<file path="config.mk">
export PLATFORM = sky130hd
export DESIGN_NAME = ptmr_top
export DESIGN_NICKNAME = d
export VERILOG_FILES = /design/src/rtl/ptmr_pkg.sv /design/src/rtl/ptmr_tick_gen.sv /design/src/rtl/ptmr_chan.sv /design/src/rtl/ptmr_top.sv
export SDC_FILE = /design/constraint.sdc
export NUM_CORES = 1
export LEC_CHECK = 0
export BUFFER_PORTS_ARGS = -buffer_cell sky130_fd_sc_hd__buf_2
export CAP_MARGIN = 30
export CORE_MARGIN = 4
export CORE_UTILIZATION = 30
export CTS_CLUSTER_SIZE = 25
export DETAILED_ROUTE_END_ITERATION = 6
export GPL_TIMING_DRIVEN = 1
export RECOVER_POWER = 50
export SYNTH_ARGS = -nofsm -noshare
export SYNTH_HDL_FRONTEND = slang
export SYNTH_SLANG_ARGS = --single-unit
</file>
<file path="constraint.sdc">
create_clock -name clk_i -period 4.3 [get_ports clk_i]
set_input_delay 0.86 -clock clk_i [delete_from_list [all_inputs] [get_ports clk_i]]
set_output_delay 0.86 -clock clk_i [all_outputs]
set_load 0.05 [all_outputs]
</file>
<file path="src/rtl/ptmr_pkg.sv">
package ptmr_pkg;

    localparam int NUM_CH    = 5;
    localparam int SEL_W     = 4;
    localparam int MAX_SEL   = 4;
    localparam int GRP_W     = 4;

    localparam logic [7:0] OFF_PSC  = 8'h00;
    localparam logic [7:0] OFF_DIV  = 8'h04;
    localparam logic [7:0] OFF_CTRL = 8'h08;
    localparam logic [7:0] OFF_OBS4 = 8'h40;
    localparam logic [7:0] OFF_INTR = 8'h44;
    localparam int         PEND_LSB = NUM_CH;

    // bit order inside one control group
    typedef struct packed {
        logic reload;
        logic invert;
        logic manual;
        logic start;
    } grp_ctrl_t;

    function automatic int grp_lsb(input int ch);
        return (ch == 0) ? 0 : GRP_W * (ch + 1);
    endfunction

    function automatic logic [7:0] cntb_off(input int ch);
        return 8'(12 + 12 * ch);
    endfunction

    function automatic logic [7:0] cmpb_off(input int ch);
        return 8'(16 + 12 * ch);
    endfunction

    function automatic logic [7:0] obs_off(input int ch);
        return (ch < NUM_CH - 1) ? 8'(20 + 12 * ch) : OFF_OBS4;
    endfunction

    function automatic int psc_grp(input int ch);
        return (ch < 2) ? 0 : 1;
    endfunction

endpackage

</file>
<file path="src/rtl/ptmr_tick_gen.sv">
module ptmr_tick_gen
    import ptmr_pkg::*;
#(
    parameter int PSC_W = 8
) (
    input  logic                      clk_i,
    input  logic                      rst_ni,
    input  logic [1:0][PSC_W-1:0]     psc_i,
    input  logic [NUM_CH-1:0][SEL_W-1:0] sel_i,
    output logic [NUM_CH-1:0]         tick_o
);

    localparam int DCNT_W = MAX_SEL;

    typedef struct packed {
        logic [1:0][PSC_W-1:0]  pcnt;
        logic [1:0][DCNT_W-1:0] dcnt;
    } tg_state_t;

    tg_state_t st_d, st_q;
    logic [1:0] pre_pulse;

    always_comb begin
        st_d = st_q;
        for (int g = 0; g < 2; g++) begin
            pre_pulse[g] = (st_q.pcnt[g] >= psc_i[g]);
            if (pre_pulse[g]) begin
                st_d.pcnt[g] = '0;
                st_d.dcnt[g] = st_q.dcnt[g] + 1'b1;
            end else begin
                st_d.pcnt[g] = st_q.pcnt[g] + 1'b1;
            end
        end
    end

    always_ff @(posedge clk_i) begin
        if (!rst_ni) st_q <= '0;
        else         st_q <= st_d;
    end

    for (genvar c = 0; c < NUM_CH; c++) begin : g_div
        localparam int G = psc_grp(c);
        logic [DCNT_W-1:0] mask;
        int                sel_eff;
        always_comb begin
            sel_eff = (int'(sel_i[c]) > MAX_SEL) ? MAX_SEL : int'(sel_i[c]);
            mask    = DCNT_W'((1 << sel_eff) - 1);
            tick_o[c] = pre_pulse[G] && ((st_q.dcnt[G] & mask) == mask);
        end
    end

    for (genvar g = 0; g < 2; g++) begin : g_chk
        // prescaler pulses never come back to back unless the divide value is zero
        assert_psc_spacing_R5: assert property (@(posedge clk_i) disable iff (!rst_ni)
            (pre_pulse[g] && psc_i[g] != '0) |=> (!pre_pulse[g] || psc_i[g] == '0));
    end

endmodule

</file>
<file path="src/rtl/ptmr_chan.sv">
module ptmr_chan #(
    parameter int CNT_W = 16
) (
    input  logic             clk_i,
    input  logic             rst_ni,
    input  logic             start_i,
    input  logic             manual_i,
    input  logic             reload_i,
    input  logic             tick_i,
    input  logic [CNT_W-1:0] buf_i,
    output logic [CNT_W-1:0] cnt_o,
    output logic             expire_o
);

    typedef struct packed {
        logic [CNT_W-1:0] cnt;
        logic             done;
    } ch_state_t;

    ch_state_t st_d, st_q;
    logic      run;

    always_comb begin
        st_d     = st_q;
        expire_o = 1'b0;
        run      = start_i && !manual_i && !st_q.done;
        if (manual_i) begin
            st_d.cnt  = buf_i;
            st_d.done = 1'b0;
        end else if (run && tick_i) begin
            if (st_q.cnt == '0) begin
                expire_o = 1'b1;
                if (reload_i) st_d.cnt  = buf_i;
                else          st_d.done = 1'b1;
            end else begin
                st_d.cnt = st_q.cnt - 1'b1;
            end
        end
    end

    always_ff @(posedge clk_i) begin
        if (!rst_ni) st_q <= '0;
        else         st_q <= st_d;
    end

    assign cnt_o = st_q.cnt;

    assert_manual_load_R3: assert property (@(posedge clk_i) disable iff (!rst_ni)
        manual_i |=> (st_q.cnt == $past(buf_i)));

    assert_hold_stopped_R4: assert property (@(posedge clk_i) disable iff (!rst_ni)
        (!start_i && !manual_i) |=> $stable(st_q.cnt));

    assert_step_one_R4: assert property (@(posedge clk_i) disable iff (!rst_ni)
        (run && tick_i && st_q.cnt != '0) |=> (st_q.cnt == $past(st_q.cnt) - 1'b1));

    assert_one_shot_halt_R7: assert property (@(posedge clk_i) disable iff (!rst_ni)
        (st_q.done && !manual_i) |=> ($stable(st_q.cnt) && !expire_o));

endmodule

</file>
<file path="src/rtl/ptmr_top.sv">
module ptmr_top
    import ptmr_pkg::*;
#(
    parameter int CNT_W = 16,
    parameter int PSC_W = 8
) (
    input  logic        clk_i,
    input  logic        rst_ni,
    input  logic        reg_we_i,
    input  logic [7:0]  reg_addr_i,
    input  logic [31:0] reg_wdata_i,
    output logic [31:0] reg_rdata_o,
    output logic        irq_o
);

    localparam int NUM_CMP = NUM_CH - 1;

    typedef struct packed {
        logic [1:0][PSC_W-1:0]        psc;
        logic [NUM_CH-1:0][SEL_W-1:0] sel;
        grp_ctrl_t [NUM_CH-1:0]       ctrl;
        logic [NUM_CH-1:0][CNT_W-1:0] cntb;
        logic [NUM_CMP-1:0][CNT_W-1:0] cmpb;
        logic [NUM_CH-1:0]            ien;
        logic [NUM_CH-1:0]            pend;
    } top_state_t;

    top_state_t st_d, st_q;

    logic [NUM_CH-1:0]            tick;
    logic [NUM_CH-1:0]            expire;
    logic [NUM_CH-1:0][CNT_W-1:0] live_cnt;
    logic [NUM_CH-1:0]            clr_mask;
    logic                         unused_hi;

    assign unused_hi = ^reg_wdata_i[31:24];

    always_comb begin
        st_d     = st_q;
        clr_mask = '0;
        if (reg_we_i) begin
            if (reg_addr_i == OFF_PSC) begin
                st_d.psc[0] = reg_wdata_i[PSC_W-1:0];
                st_d.psc[1] = reg_wdata_i[2*PSC_W-1:PSC_W];
            end
            if (reg_addr_i == OFF_DIV) begin
                for (int c = 0; c < NUM_CH; c++)
                    st_d.sel[c] = reg_wdata_i[SEL_W*c +: SEL_W];
            end
            if (reg_addr_i == OFF_CTRL) begin
                for (int c = 0; c < NUM_CH; c++)
                    st_d.ctrl[c] = reg_wdata_i[grp_lsb(c) +: GRP_W];
            end
            if (reg_addr_i == OFF_INTR) begin
                st_d.ien = reg_wdata_i[NUM_CH-1:0];
                clr_mask = reg_wdata_i[PEND_LSB +: NUM_CH];
            end
            for (int c = 0; c < NUM_CH; c++)
                if (reg_addr_i == cntb_off(c)) st_d.cntb[c] = reg_wdata_i[CNT_W-1:0];
            for (int c = 0; c < NUM_CMP; c++)
                if (reg_addr_i == cmpb_off(c)) st_d.cmpb[c] = reg_wdata_i[CNT_W-1:0];
        end
        // a new expiry outranks a clear in the same cycle
        st_d.pend = (st_q.pend & ~clr_mask) | expire;
    end

    always_ff @(posedge clk_i) begin
        if (!rst_ni) st_q <= '0;
        else         st_q <= st_d;
    end

    always_comb begin
        reg_rdata_o = '0;
        if (reg_addr_i == OFF_PSC) begin
            reg_rdata_o[PSC_W-1:0]       = st_q.psc[0];
            reg_rdata_o[2*PSC_W-1:PSC_W] = st_q.psc[1];
        end
        if (reg_addr_i == OFF_DIV) begin
            for (int c = 0; c < NUM_CH; c++)
                reg_rdata_o[SEL_W*c +: SEL_W] = st_q.sel[c];
        end
        if (reg_addr_i == OFF_CTRL) begin
            for (int c = 0; c < NUM_CH; c++)
                reg_rdata_o[grp_lsb(c) +: GRP_W] = st_q.ctrl[c];
        end
        if (reg_addr_i == OFF_INTR) begin
            reg_rdata_o[NUM_CH-1:0]          = st_q.ien;
            reg_rdata_o[PEND_LSB +: NUM_CH]  = st_q.pend;
        end
        for (int c = 0; c < NUM_CH; c++) begin
            if (reg_addr_i == cntb_off(c)) reg_rdata_o[CNT_W-1:0] = st_q.cntb[c];
            if (reg_addr_i == obs_off(c))  reg_rdata_o[CNT_W-1:0] = live_cnt[c];
        end
        for (int c = 0; c < NUM_CMP; c++)
            if (reg_addr_i == cmpb_off(c)) reg_rdata_o[CNT_W-1:0] = st_q.cmpb[c];
    end

    assign irq_o = |(st_q.ien & st_q.pend);

    ptmr_tick_gen #(
        .PSC_W (PSC_W)
    ) u_tick (
        .clk_i  (clk_i),
        .rst_ni (rst_ni),
        .psc_i  (st_q.psc),
        .sel_i  (st_q.sel),
        .tick_o (tick)
    );

    for (genvar c = 0; c < NUM_CH; c++) begin : g_ch
        ptmr_chan #(
            .CNT_W (CNT_W)
        ) u_chan (
            .clk_i    (clk_i),
            .rst_ni   (rst_ni),
            .start_i  (st_q.ctrl[c].start),
            .manual_i (st_q.ctrl[c].manual),
            .reload_i (st_q.ctrl[c].reload),
            .tick_i   (tick[c]),
            .buf_i    (st_q.cntb[c]),
            .cnt_o    (live_cnt[c]),
            .expire_o (expire[c])
        );

        assert_pend_set_R8: assert property (@(posedge clk_i) disable iff (!rst_ni)
            expire[c] |=> st_q.pend[c]);

        assert_pend_w1c_R8: assert property (@(posedge clk_i) disable iff (!rst_ni)
            (reg_we_i && reg_addr_i == OFF_INTR && reg_wdata_i[PEND_LSB + c] && !expire[c])
            |=> !st_q.pend[c]);

        assert_pend_sticky_R8: assert property (@(posedge clk_i) disable iff (!rst_ni)
            (st_q.pend[c] && !(reg_we_i && reg_addr_i == OFF_INTR && reg_wdata_i[PEND_LSB + c]))
            |=> st_q.pend[c]);
    end

endmodule

</file>
==> results by stage, run 1 <==
Outcome:
- The run finished with clean final reports.

Pwr:
- The internal cell power is 5.132 mW.
- The total net switching power is between 1.5 and 2 mW.
- Of the total power, registers draw between 40% and 50%.
- The analysis attributes to cell leakage a power of 6.953 nW.
- The total power draw is 6.796 mW.
- The share of total power dissipated in the clock network is about half.
- The power share of the combinational group is 6.1%.
- The total power per unit cell area is ~340 nW/um2.
- The proportion of total power due to net switching is roughly 24%.
- VDD sags by at most 0.2629 mV.

Setup path:
- Data on the critical path arrives at its endpoint at 3.39 ns.
- Along the worst path, the maximum fanout reaches 14.
- The reg-to-reg setup timing slack is 0.98 ns.
- The sort of element at the start of the critical path is an input port.
- In this run the critical register-to-register path is launched from st_q[207].
- The type of the worst setup path is in -> out.
- The worst setup path is captured at an output port.
- The worst setup path endpoint is reg_rdata_o[7].
- In this run the worst setup path begins at reg_addr_i[3].
- For the worst setup path, the data required time is about 3.4 ns.
- The number of cell instances on the worst register-to-register path is 11.
- The end of the worst register-to-register path is g_ch[4].u_chan.cnt_o[4].

Synthesis:
- The portion of synthesized cell area occupied by the leading cell type is between 30% and 40%.
- Yosys mapped the design onto between 80 and 90 distinct sky130hd cell types.
- The mapped netlist covers about 18000 um2.
- The commonest register cell after synthesis is sky130_fd_sc_hd__dfxtp_1.
- The cell count after synthesis came out at around 2500.
- The dominant cell by count in the synthesized netlist is sky130_fd_sc_hd__nand2_1.
- The sequential-to-total area share from yosys stat is ~36%.
- Yosys attributes the largest share of cell area to sky130_fd_sc_hd__dfxtp_1 (36%), sky130_fd_sc_hd__nand2_1 (12%), sky130_fd_sc_hd__a21oi_1 (9.9%).
- Counting flops with a built-in enable in the synthesized netlist gives 0.
- The commonest cells after synthesis are sky130_fd_sc_hd__nand2_1 (561), sky130_fd_sc_hd__a21oi_1 (346), sky130_fd_sc_hd__dfxtp_1 (319).
- Of all cell types, the one taking the most synthesized area is sky130_fd_sc_hd__dfxtp_1.
- For this run, the number of Yosys warnings is 0.
- The flip-flop and latch count after synthesis is ~320.
- The async set-reset flop share out of synthesis is 0%.
- Averaged over all synthesized cells, the footprint is 7.174 um2.

Timing:
- In the final timing run, aggregate negative setup slack is 0 ns.
- The total count of hold-check failures in the final report is 0.
- Across all hold checks on the routed design, the worst slack comes to 0.4549 ns.
- The relative slew slack is 34.93%.
- At the pin with the least slew margin, the transition time is between 0.9 and 1 ns.
- The achievable frequency is 235.3 MHz.
- The worst path setup slack after routing is 0.04997 ns.
- The routed design could run at a clock period as short as between 4 and 5 ns.
- Setup repair after global routing left no endpoint under its margin.
- The clock skew after layout is slightly above 0.01 ns.
- The number of pins exceeding their max-slew limit in the final report is 0.
- The post-route clock period utilization is between 90% and 100%.
- Setup violations remaining at the end of the flow were counted as 0.

Clocking:
- Counting the buffers created by CTS gives 38.
- The number of clock sinks is between 300 and 400.
- No sink is reached through more buffers than the 3 on the longest clock path.
- The CTS tree is yes.
- The cell at the root of the clock tree is sky130_fd_sc_hd__clkbuf_16.
- After clock tree synthesis, the clock-pin slew on the worst setup and hold paths is about 0.050 ns.
- The post-CTS setup buffer count is 0.
- The clock latency at the later pin of the worst-skew pair is around 0.56 ns.
- The number of levels the H-tree was split into is 2.

Floorplan:
- The die covers 62520 um2.
- The floorplan has 88 rows.
- The top-level port count is 76.
- The effective utilization at floorplan is between 30% and 40%.
- After floorplanning, the core was sized to cover about 58000 um2.
- The floorplan step set the die width to 250.0 um.
- From bottom edge to top edge, the die measures roughly 250 um.

Route:
- The first detailed-routing pass took 6 iterations.
- The DRC violations left is 0.
- The total routed wirelength is between 70 and 80 mm.
- The routed wirelength normalized by instance count is 22.97 um.
- Summing over every cut layer, the via total after detailed routing is 19100.
- The detailed router finished its first iteration with 2349 violations.
- The count of antenna-violating nets left after detailed routing is 0.
- Dividing the detail-routed via count by the number of cells gives between 5 and 6.

Global route:
- The number of antenna violations at the first check in global routing was 4.
- The overall global routing resource usage is a little under a quarter.
- The via count of the first global-routing pass was about 18000.
- The first-pass GRT wire length is approximately 110 mm.
- Entering global routing, the biggest net connects 120 pins.
- Global routing finished with a remaining overflow of 0.

Cells and area:
- Counting the fill cells in the layout gives between 6000 and 7000.
- The area overhead of the layout relative to synthesis is 15.06%.
- Cells with a size suffix above 1 make up under 10% of the layout.
- With fillers left out, the area of the finished cells amounts to around 20000 um2.
- After the last flow step, the layout net total stands at 2540.

Worst hold path:
- The type of the tightest min-delay check is reg -> reg.

Placement:
- The post-placement cell area is roughly 19000 um2.
- The count of buffers from port buffering is 59.
- Before CTS, the worst setup slack after placement is between 0.06 and 0.07 ns.
- The routability congestion estimate from global placement is between 0.9 and 1.
- The half-perimeter wire length after placement is between 50 and 60 mm.

Flow run:
- The max-cap violation count is 0.
-- cell usage in the layout (no fill, tap or decap), types with 21 or more instances in the layout --
| cell type | count |
|---|---|
| sky130_fd_sc_hd__inv_1 | 51 |
| sky130_fd_sc_hd__a31oi_1 | 21 |
| sky130_fd_sc_hd__nand2_1 | 561 |
| sky130_fd_sc_hd__o21ai_0 | 108 |
| sky130_fd_sc_hd__clkbuf_16 | 39 |
| sky130_fd_sc_hd__nand3_1 | 61 |
| sky130_fd_sc_hd__ha_1 | 35 |
| sky130_fd_sc_hd__o211ai_1 | 23 |
| sky130_fd_sc_hd__a21oi_1 | 346 |
| sky130_fd_sc_hd__nor3_1 | 52 |
| sky130_fd_sc_hd__dfxtp_1 | 319 |
| sky130_fd_sc_hd__buf_4 | 83 |
| sky130_fd_sc_hd__o22ai_1 | 44 |
| sky130_fd_sc_hd__nor2_1 | 211 |
| sky130_fd_sc_hd__buf_2 | 52 |
| sky130_fd_sc_hd__a22oi_1 | 41 |
-- flip-flops by register name, summed over array words and instances, names as in the netlist --
name               count
st_q                 210
g_ch.u_chan.cnt_o     80
u_tick.st_q           24
g_ch.u_chan.st_q       5
-- worst min-delay path by stage --
stage	end	slack (ns)	from	cells past startpoint
after global routing	st_q[72]	0.47	st_q[72]	2
final	st_q[172]	0.45	st_q[172]	2
after CTS	st_q[15]	0.45	st_q[15]	2
after global placement	st_q[10]	0.44	st_q[10]	2
after detailed placement	st_q[15]	0.45	st_q[15]	2
after floorplan	st_q[21]	0.43	st_q[21]	2
-- through the flow --
stage / utilization [%] / instances
CTS: 35.01 / 3256
floorplan: - / 2457
global route: 34.97 / 3258
global placement: 32.76 / 3187
finish: 34.98 / 3260
detailed placement: 32.76 / 3187
-- power groups by stage --
stage	clock network (mW)	registers [mW]	logic (mW)
2_1_floorplan	0	3.04	0.226
3_3_place_gp	0	3.04	0.400
3_5_place_dp	0	3.04	0.402
4_1_cts	3.44	2.98	0.404
5_1_grt	3.56	2.98	0.429
6_report	3.40	2.98	0.415
-- critical path, stage by stage --
cell and delay, ns:
sky130_fd_sc_hd__buf_2 0.18, sky130_fd_sc_hd__or4b_2 0.76, sky130_fd_sc_hd__buf_4 0.26, sky130_fd_sc_hd__o31ai_1 0.44
sky130_fd_sc_hd__a22oi_1 0.18, sky130_fd_sc_hd__o22ai_1 0.35, sky130_fd_sc_hd__nand3_1 0.12, sky130_fd_sc_hd__buf_2 0.23
-- kinds of logic after synthesis --
group | Yosys count | synth area share [%]
XOR/XNOR | 35 | 1.744
multiplexers | 22 | 1.438
other | 1 | 0.02134
AO/OA/AOI/OAI | 755 | 26.45
buffers and inverters | 239 | 5.496
flip-flops | 319 | 36.34
AND/OR/NAND/NOR | 1044 | 26.02
adder cells (fa/ha/maj) | 35 | 2.492
-- metal layers --
metal  track usage (%)  wire (um)
met1             31.67      31930
met2             34.18      31850
met3             4.064       7280
met4             10.89       3788
met5                 0         32
-- cell type report --
type	instances	area (um2)	area share, %
Multi-Input combinational cell	1899	10270	50.78
Sequential cell	319	6386	31.58
Tap cell	765	957.2	4.733
Timing Repair Buffer	152	1094	5.408
Clock buffer	59	1141	5.643
Inverter	52	202.7	1.002
Clock inverter	10	162.7	0.8044
Antenna cell	4	10.01	0.04950
-- what timing repair did --
item | in CTS | in global routing
endpoints found under the setup margin | 0 | 3
resized for setup | 0 | 3
hold buffers | 0 | 0
Power figures use the tool's default switching activity.
==> run 2: changes to the inputs <==
--- a/config.mk
+++ b/config.mk
@@ -12,7 +12,6 @@
 export CTS_CLUSTER_SIZE = 25
 export DETAILED_ROUTE_END_ITERATION = 6
 export GPL_TIMING_DRIVEN = 1
-export RECOVER_POWER = 50
 export SYNTH_ARGS = -nofsm -noshare
 export SYNTH_HDL_FRONTEND = slang
 export SYNTH_SLANG_ARGS = --single-unit
==> results by stage, run 2 (same netlist as run 1, synthesis figures left out) <==
Timing:
- The post-route clock period utilization is 98.93% (about the same).
- The setup total negative slack was 0 ns (unchanged).
- The worst path setup slack after routing came to 0.04614 ns (-0.003831 ns).
- The number of pins exceeding their max-slew limit in the final report is 0 (unchanged).
- The relative slew slack came to 34.95% (about the same).
- Setup repair after global routing left no endpoint under its margin.
- The final critical path time including I/O delays and setup is 4.254 ns (+0.003831 ns).
- The achievable frequency is 235.1 MHz (about the same).
- The transition time at the pin with the least slew margin is 0.9731 ns (-0.0002883 ns).
- The clock skew after layout is 0.01138 ns (+0.001009 ns).
- The number of setup violations in the final report is 0 (unchanged).
- The total count of hold-check failures in the final report is 0 (unchanged).

Outcome:
- The run finished with clean final reports.

Floorplan:
- The x dimension of the die is 250.0 um (unchanged).
- The standard-cell row count was 88 (unchanged).
- The effective utilization at floorplan was 30.40% (unchanged).
- The core area is 57810 um2 (unchanged).
- The area of the die was 62520 um2 (unchanged).
- The vertical extent of the die was 250.0 um (unchanged).
- The top-level port count came to 76 (unchanged).

Cells and area:
- Leaving out fill and tap cells, the most frequent cell in the layout is sky130_fd_sc_hd__nand2_1.
- The top cell types in the final layout, fill and taps aside, are sky130_fd_sc_hd__nand2_1 (561), sky130_fd_sc_hd__a21oi_1 (346), sky130_fd_sc_hd__dfxtp_1 (319).
- The area occupied by multi-input gates was 10270 um2 (about the same).
- The area of all placed cells without fillers is 20250 um2 (+0.14%).
- The share of layout cells above drive strength 1 was 9.996% (+0.36 points).
- The count of placed standard cells in the final layout, fillers left out is 3259 (-0.031%).
- Ranked by flip-flop count, first place goes to st_q.
- Compared with the post-synthesis result, the final layout area differs by 15.21%.
- The final net count is 2540 (unchanged).
- The count of fill cells added during filler insertion was 6172 (-0.15%).
- The sequential cell area in the final layout is 6386 um2 (unchanged).
- The share of the core filled with cells is 35.03% (+0.048 points).
- The flip-flop count of the largest register after layout is 210 (unchanged).

Pwr:
- The total net switching power is 1.653 mW (-0.65%).
- The power share of the combinational group was 6.1% (about the same).
- The internal cell power was 5.133 mW (about the same).
- The static leakage is 6.988 nW (+0.50%).
- The worst IR drop on VDD is 0.2624 mV (-0.16%).
- The total power per unit cell area is 335.2 nW/um2 (-0.28%).
- The proportion of total power due to net switching was 24.36% (-0.12 points).
- The clock network fraction of design power is 50.0% (about the same).
- The sequential share of power came to 43.9% (about the same).

Clocking:
- Clock tree synthesis selected as its root buffer the cell sky130_fd_sc_hd__clkbuf_16.
- The number of clock sinks is 319 (unchanged).
- The clock-pin slew reported for the worst setup and hold paths after clock tree synthesis came to 0.06 ns (about the same).
- The CTS tree is yes.
- The number of levels the H-tree was split into was 2 (unchanged).
- The post-CTS setup buffer count came to 0 (unchanged).
- The number of gates resized after cts was 0 (unchanged).
- The number of buffers created by CTS is 38 (unchanged).
- The post-cts hold buffer count was 0 (unchanged).
- The maximum number of buffers from clock root to sink came to 3 (unchanged).
- The clock latency at the later pin of the worst-skew pair is 0.56 ns (about the same).

Route:
- The routed wirelength normalized by instance count was 22.96 um (about the same).
- The average vias per placed instance is 5.846 (-0.23%).
- The count of antenna-violating nets left after detailed routing is 0 (unchanged).
- The initial detailed-routing violation count is 2197 (-6.5%).
- The vias after detailed routing is 19050 (-0.26%).
- The number of detailed-routing iterations run before antenna repair was 6 (unchanged).
- The total routed wirelength came to 74.82 mm (about the same).
- The DRC violations left is 0 (unchanged).

Setup path:
- The worst setup path is captured at an output port.
- The critical path is of the in -> out type.
- The required time of the worst setup path is 3.44 ns (about the same).
- The worst path arrival time came to 3.39 ns (about the same).
- The critical-path maximum fanout was 17 (+3).
- The worst setup path is launched from an input port.

Global route:
- The number of antenna violations at the first check in global routing is 4 (unchanged).
- The first-pass GRT wire length was 111.4 mm (unchanged).
- The pin count of the biggest net entering global routing was 120 (unchanged).
- The overflow left after global routing is 0 (unchanged).
- The via count of the first global-routing pass is 17550 (unchanged).
- The overall global routing resource usage is 22.79% (unchanged).

Placement:
- The count of buffers from port buffering came to 59 (unchanged).
- The worst slack after detailed placement was 0.06963 ns (unchanged).
- The placed cell count is 3187 (unchanged).
- The routability congestion estimate from global placement is 0.9990 (unchanged).
- The half-perimeter wire length after placement came to 53.59 mm (unchanged).
- The post-placement cell area is 18940 um2 (unchanged).

Worst hold path:
- The type of the tightest min-delay check is reg -> reg.

Flow run:
- The max-cap violation count is 0 (unchanged).
-- run 2: changes by cell type in the layout (fill, tap and decap cells not counted), moves of 2 or more --
cell	previous run	this run
sky130_fd_sc_hd__buf_2	52	54
sky130_fd_sc_hd__buf_4	83	89
sky130_fd_sc_hd__and2_0	5	3
sky130_fd_sc_hd__clkbuf_1	19	11
sky130_fd_sc_hd__and2_1	10	12
-- run 2: per-stage QoR --
step / total power [mW] / hold slack [ns]
2_1_floorplan: 3.262 / 0.4312
3_3_place_gp: 3.442 / 0.4376
3_5_place_dp: 3.444 / 0.4460
4_1_cts: 6.819 / 0.4544
5_1_grt: 6.969 / 0.4651
6_report: 6.787 / 0.4536
-- run 2: cell type report --
| type | instances | area share [%] |
|---|---|---|
| Multi-Input combinational cell | 1899 | 50.74 |
| Sequential cell | 319 | 31.54 |
| Clock buffer | 59 | 5.635 |
| Timing Repair Buffer | 152 | 5.524 |
| Tap cell | 765 | 4.727 |
| Inverter | 52 | 1.001 |
| Clock inverter | 10 | 0.8033 |
| Antenna cell | 3 | 0.03707 |
-- run 2: power by group through the flow --
stage,clock [mW],sequential [mW],combinational [mW]
5_1_grt,3.56,2.98,0.430
4_1_cts,3.44,2.98,0.404
3_3_place_gp,0,3.04,0.400
3_5_place_dp,0,3.04,0.402
6_report,3.39,2.98,0.416
2_1_floorplan,0,3.04,0.226
-- run 2: layer usage --
metal / track usage (%) / wire [um] / up-vias
met5: 0 / 32 / -
met4: 10.89 / 4017 / 4
met3: 4.064 / 7384 / 208
met2: 34.18 / 31620 / 1039
met1: 31.67 / 31760 / 9081
li1: - / - / 8719
-- run 2: critical path: stages --
cell	delay (ns)
sky130_fd_sc_hd__buf_2	0.17
sky130_fd_sc_hd__or3b_2	0.52
sky130_fd_sc_hd__nor2_1	0.11
sky130_fd_sc_hd__buf_4	0.24
sky130_fd_sc_hd__nand2_1	0.20
sky130_fd_sc_hd__o21ai_0	0.47
sky130_fd_sc_hd__a31oi_1	0.16
sky130_fd_sc_hd__a221o_1	0.40
sky130_fd_sc_hd__buf_2	0.26
-- run 2: path summary, 6_finish.rpt --
| kind | from | slack, ns | cells after the start | end |
|---|---|---|---|---|
| hold / removal | st_q[15] | 0.45 | 2 | st_q[15] |
| setup reg to reg | st_q[174] | 0.98 | 8 | g_ch[0].u_chan.cnt_o[4] |
| hold reg to reg | st_q[15] | 0.45 | 2 | st_q[15] |
| setup / recovery | reg_addr_i[7] | 0.05 | 9 | reg_rdata_o[2] |
